File: config.mk
export PLATFORM = sky130hd
export DESIGN_NAME = fwd_ctrl
export DESIGN_NICKNAME = d
export VERILOG_FILES = /design/src/rtl/fwd_ctrl.sv
export SDC_FILE = /design/constraint.sdc
export NUM_CORES = 1
export LEC_CHECK = 0
export BUFFER_PORTS_ARGS = -buffer_cell sky130_fd_sc_hd__buf_2
export CORE_MARGIN = 2
export CORE_UTILIZATION = 53
export CTS_BUF_LIST = sky130_fd_sc_hd__clkbuf_8
export DETAILED_ROUTE_END_ITERATION = 10
export GPL_ROUTABILITY_DRIVEN = 0
export PLACE_DENSITY = 0.81
export SLEW_MARGIN = 20
export SYNTH_ARGS = -nofsm -noshare
export SYNTH_HDL_FRONTEND = slang
export SYNTH_SLANG_ARGS = --single-unit
File: constraint.sdc
create_clock -name clk -period 5.52 [get_ports clk]
set_input_delay 0.552 -clock clk [delete_from_list [all_inputs] [get_ports clk]]
set_output_delay 0.552 -clock clk [all_outputs]
set_load 0.1 [all_outputs]
File: src/rtl/fwd_ctrl.sv
module fwd_ctrl #(
  parameter int NPORTS = 4,
  parameter int AG_TMO = 100,
  localparam int PW = $clog2(NPORTS),
  localparam int TW = $clog2(AG_TMO + 1)
) (
  input  logic              clk,
  input  logic              rst_n,
  input  logic              fwd_disable,
  input  logic              ip_we,
  input  logic [PW-1:0]     ip_wsel,
  input  logic [31:0]       ip_wdata,
  output logic              pkt_req,
  input  logic              pkt_gnt,
  input  logic [PW-1:0]     pkt_port,
  input  logic              word_valid,
  input  logic [31:0]       word_data,
  output logic              ag_req,
  output logic [1:0]        ag_path,
  output logic [47:0]       ag_key,
  input  logic              ag_done,
  input  logic              ag_ok,
  input  logic [NPORTS-1:0] ag_ports,
  output logic              done,
  output logic [1:0]        res_path,
  output logic [NPORTS-1:0] res_ports,
  output logic [31:0]       hdr_src_ip,
  output logic [31:0]       hdr_dst_ip,
  output logic [7:0]        hdr_proto,
  output logic [7:0]        hdr_ttl,
  output logic [15:0]       hdr_len,
  output logic [15:0]       hdr_csum
);
  localparam logic [1:0] P_L2 = 2'd0, P_L3 = 2'd1, P_ICMP = 2'd2, P_ARP = 2'd3;

  typedef enum logic [2:0] {S_IDLE, S_REQ, S_PARSE, S_DEC, S_AGENT, S_L2} st_t;

  st_t               st;
  logic [3:0]        wcnt;
  logic [PW-1:0]     port_q;
  logic [47:0]       dmac;
  logic [15:0]       etype;
  logic [19:0]       acc;
  logic [TW-1:0]     tmo;
  logic [1:0]        path;
  logic [31:0]       rip [NPORTS];

  wire [19:0] hsum    = {4'h0, word_data[31:16]} + {4'h0, word_data[15:0]};
  wire [16:0] fold1   = {1'b0, acc[15:0]} + {13'h0, acc[19:16]};
  wire [15:0] fold2   = fold1[15:0] + {15'h0, fold1[16]};
  wire        l3_good = (fold2 == 16'hFFFF) && (hdr_ttl > 8'd1);
  wire        is_ip   = etype == 16'h0800;
  wire        is_arp  = etype == 16'h0806;
  wire        to_me   = (hdr_dst_ip == rip[port_q]) && (hdr_proto == 8'd1);
  wire        tmo_end = tmo == TW'(AG_TMO - 1);
  wire [NPORTS-1:0] flood = ~(NPORTS'(1) << port_q);

  assign pkt_req = st == S_REQ;
  assign ag_req  = (st == S_AGENT) || (st == S_L2);
  assign ag_path = path;
  assign ag_key  = (path == P_L2) ? dmac : {16'h0, hdr_dst_ip};

  always_ff @(posedge clk) begin
    if (!rst_n) begin
      st <= S_IDLE;
      wcnt <= '0;
      port_q <= '0;
      dmac <= '0;
      etype <= '0;
      acc <= '0;
      tmo <= '0;
      path <= P_L2;
      done <= 1'b0;
      res_path <= P_L2;
      res_ports <= '0;
      hdr_src_ip <= '0;
      hdr_dst_ip <= '0;
      hdr_proto <= '0;
      hdr_ttl <= '0;
      hdr_len <= '0;
      hdr_csum <= '0;
      for (int i = 0; i < NPORTS; i++) rip[i] <= '0;
    end else begin
      done <= 1'b0;
      if (ip_we) rip[ip_wsel] <= ip_wdata;
      case (st)
        S_IDLE: if (!fwd_disable) st <= S_REQ;
        S_REQ: if (pkt_gnt) begin
          st <= S_PARSE;
          port_q <= pkt_port;
          wcnt <= '0;
          acc <= '0;
        end
        S_PARSE: if (word_valid) begin
          wcnt <= wcnt + 4'd1;
          case (wcnt)
            4'd0: dmac[47:16] <= word_data;
            4'd1: dmac[15:0] <= word_data[31:16];
            4'd3: begin
              etype <= word_data[31:16];
              acc <= {4'h0, word_data[15:0]};
            end
            4'd4: begin
              hdr_len <= word_data[31:16];
              acc <= acc + hsum;
            end
            4'd5: begin
              hdr_ttl <= word_data[15:8];
              hdr_proto <= word_data[7:0];
              acc <= acc + hsum;
            end
            4'd6: begin
              hdr_csum <= word_data[31:16];
              hdr_src_ip[31:16] <= word_data[15:0];
              acc <= acc + hsum;
            end
            4'd7: begin
              hdr_src_ip[15:0] <= word_data[31:16];
              hdr_dst_ip[31:16] <= word_data[15:0];
              acc <= acc + hsum;
            end
            4'd8: begin
              hdr_dst_ip[15:0] <= word_data[31:16];
              acc <= acc + {4'h0, word_data[31:16]};
              st <= S_DEC;
            end
            default: ;
          endcase
        end
        S_DEC: begin
          tmo <= '0;
          if (is_ip && l3_good) begin
            path <= to_me ? P_ICMP : P_L3;
            st <= S_AGENT;
          end else if (is_arp) begin
            path <= P_ARP;
            st <= S_AGENT;
          end else begin
            path <= P_L2;
            st <= S_L2;
          end
        end
        S_AGENT: begin
          if (ag_done && ag_ok) begin
            done <= 1'b1;
            res_path <= path;
            res_ports <= ag_ports;
            st <= S_IDLE;
          end else if (ag_done || tmo_end) begin
            path <= P_L2;
            tmo <= '0;
            st <= S_L2;
          end else begin
            tmo <= tmo + TW'(1);
          end
        end
        S_L2: begin
          if (ag_done || tmo_end) begin
            done <= 1'b1;
            res_path <= P_L2;
            res_ports <= (ag_done && ag_ok) ? ag_ports : flood;
            st <= S_IDLE;
          end else begin
            tmo <= tmo + TW'(1);
          end
        end
        default: st <= S_IDLE;
      endcase
    end
  end
endmodule

==> flow_summary.ini <==
[setup_path]
slowest_stage = dfxtp_1
cp_cell_sequence = ha_1 > inv_1 > fa_1 > nor2b_1 > o21ai_0 > a211oi_1 > inv_1 > nor3_1 > ha_1 > ha_1 > nand2_1 > a211oi_1 > xnor2_1 > mux2i_1 > o2111ai_1 > or3_1 > o21ai_1
end_kind = flip-flop
cp-start-kind = flip-flop
worstPathRequired_ns = 6.07
r2r-start = acc[16]$_SDFFE_PN0P_
worstSetupStartpoint = acc[16]$_SDFFE_PN0P_
crit_top_cell = ha_1
reg2reg_depth = 17
worstSetupPathType = flip-flop to flip-flop
crit_fanout = 6
crit_path_max_incr_delay_ns = 0.44
cp_data_arrival_time_ns = 4.79

[global_routing]
grt_use_total = 0.303
antenna_found_initial = 9
gr-total-overflow = 0
grt_pass1_vias = 14225
grt_pass1_wl_mm = 78.9
grt_max_degree = 136

[finish]
final_cell_mix = 409 x nand2_1, 250 x buf_2, 226 x a21oi_1
drive_gt1_frac = 0.203
synthToLayoutAreaGrowth_pct = 15.9
finalInstanceArea_sq_mm = 0.0199
layout_commonest_cell = nand2_1
layout.nets = 2183

[yosys]
synth_top_family_by_area = simple AND/OR/NAND/NOR gates
yosys.area_share.adder = 0.0535
synth_xor_area_frac = 0.0332
syn_nets = 1962
async_reset_ff_frac = 0
ys_warn_count = 0
synth_compound_area_frac = 0.129
synth_mux_area_frac = 0.0639
postSynthCellCount = 1820
syn-cell-area_sq_mm = 0.0172
synth_edf_count = 128
synth_top_cell_by_area = dfxtp_1
yosys_register_bits = 351
synth.area.top_cells = dfxtp_1 26%, edfxtp_1 22%, nand2_1 9.0%
synth_flop_cell = dfxtp_1
synthDominantCellAreaShare = 0.260
synth.distinct_cells = 70
ys_seq_area_frac = 0.484
syn_area_per_cell_sq_um = 9.43
yosys.area_share.simple = 0.206

[sta]
fmax_mhz = 236
hold_ws_ns = 0.242
maxSlewViolCount = 0
finalSetupViolCount = 0
finalCritPeriodShare = 0.768
finalHoldViolCount = 0
slew_headroom = 0.310
grt_setup_unrepaired = no
fin_setup_tns_ns = 0
tightest_slew_ns = 1.03
skew_ns = 0.0344
fin_crit_ns = 4.24

[clocking]
ctsHoldBuffers = 0
post_cts_buffers = 0
cts_tree = yes
cts.reportedPaths.clkPinSlew_ns = 0.07
cts_sinks = 351
cts_root_buffer = clkbuf_8
cts_buffers = 55
htree_levels = 2
clk_latency_ns = 0.61
ctsResizeCount = 0
cts_buffer_depth = 3

[die]
fp.dieW_microns = 184
placementRows = 65
io_pins = 251
dieArea_sq_mm = 0.0338
initial_core_util = 0.541
die_h_microns = 184
core_area_sq_mm = 0.0317

[power_and_ir_drop]
p_leak_nw = 8.03
p_per_area_mw_per_mm2 = 300
peakVddDrop_mv = 0.173
total_power_mw = 5.96

[min_path]
hold_class = primary input to flip-flop
hold_depth = 3
min_from = pkt_port[1]

[route]
num_vias = 14992
ant_nets = 0
routed_via_density = 6.01
totalWireLength_mm = 52.7
drc = 0
drtIter0Drc = 1352
wl_per_cell_microns = 21.1
firstDrtPassIters = 6

[place]
port_buffers = 250
hpwl_mm = 35.8
dpl_cell_area_sq_mm = 0.0187

[run]
drv_cap = 0

[outcome]
run_status = finished, final reports clean
[layout make-up]
cell class              count  area [sq um]
fillers                  2587         11800
multi-input cells        1338          8370
repair buffers            271          1420
clock buffers              64           881
clock inverters            38           293
flip-flops and latches    351          8310
diodes                      5          12.5
inverters                  24          95.1
well taps                 402           503
[cells by family after synthesis]
family / count (synthesis)
AND/OR/NAND/NOR: 760
AO/OA/AOI/OAI: 373
flip-flops: 351
buffers and inverters: 131
multiplexers: 78
XOR/XNOR: 65
adder cells (fa/ha/maj): 62
[flip-flops by register name, summed over array words and instances, names as in the netlist, 7 cells and up, named ones only]
signal,cells
hdr_src_ip,32
hdr_len,16
hdr_csum,16
rip,128
tmo,7
dmac,48
acc,20
hdr_dst_ip,32
hdr_ttl,8
etype,16
hdr_proto,8
[worst paths after layout]
check / end / slack, ns
setup / recovery: ag_path[0]$_SDFFE_PN0P_ / 1.28
hold reg to reg: hdr_src_ip[8]$_SDFFE_PN0P_ / 0.45
setup reg to reg: ag_path[0]$_SDFFE_PN0P_ / 1.28
hold / removal: flip-flop / 0.24
[critical path: cells and delay by family (launching register included)]
family	cells	cell delay (ns)
adder cells (fa/ha/maj)	4	1.03
flip-flops	1	0.44
AO/OA/AOI/OAI	5	1.33
buffers and inverters	2	0.16
AND/OR/NAND/NOR	4	0.82
multiplexers	1	0.21
XOR/XNOR	1	0.20
[stage by stage]
| stage | worst slack, ns | util | cells |
|---|---|---|---|
| global route | 1.13 | 0.627 | 2489 |
| finish | 1.28 | 0.627 | 2493 |
| global placement | 1.69 | 0.589 | 2385 |
| detailed placement | 1.44 | 0.589 | 2385 |
| floorplan | 1.93 | - | 1820 |
| CTS | 1.44 | 0.626 | 2487 |
[Yosys cell counts, drive strengths merged, types with 6 or more instances]
library cell / number
a211oi: 11
a21o: 13
a21oi: 226
a221oi: 8
a22oi: 13
a31oi: 6
and2: 121
and3: 42
buf: 17
clkbuf: 90
dfxtp: 223
edfxtp: 128
fa: 19
ha: 43
inv: 23
mux2: 32
mux2i: 24
mux4: 22
nand2: 410
nand2b: 12
nand3: 36
nor2: 71
nor3: 17
nor4: 12
o211ai: 10
o21ai: 35
o22ai: 8
xnor2: 35
xor2: 30
[power breakdown]
part | leakage, nW | internal (mW) | switching [mW] | total (mW)
logic | 4.31 | 0.250 | 0.526 | 0.776
clock network | 0.667 | 1.29 | 1.05 | 2.34
registers | 3.05 | 2.78 | 0.0619 | 2.84
[routing by layer]
layer  track usage  vias to the layer above  wire, microns
met4         0.166                        8           3080
li1              -                     6828              -
met2         0.496                      849          24300
met1         0.367                     7095          19900
met5             0                        -             59
met3        0.0753                      212           5280
No activity file was read; power rests on OpenSTA's default activity.
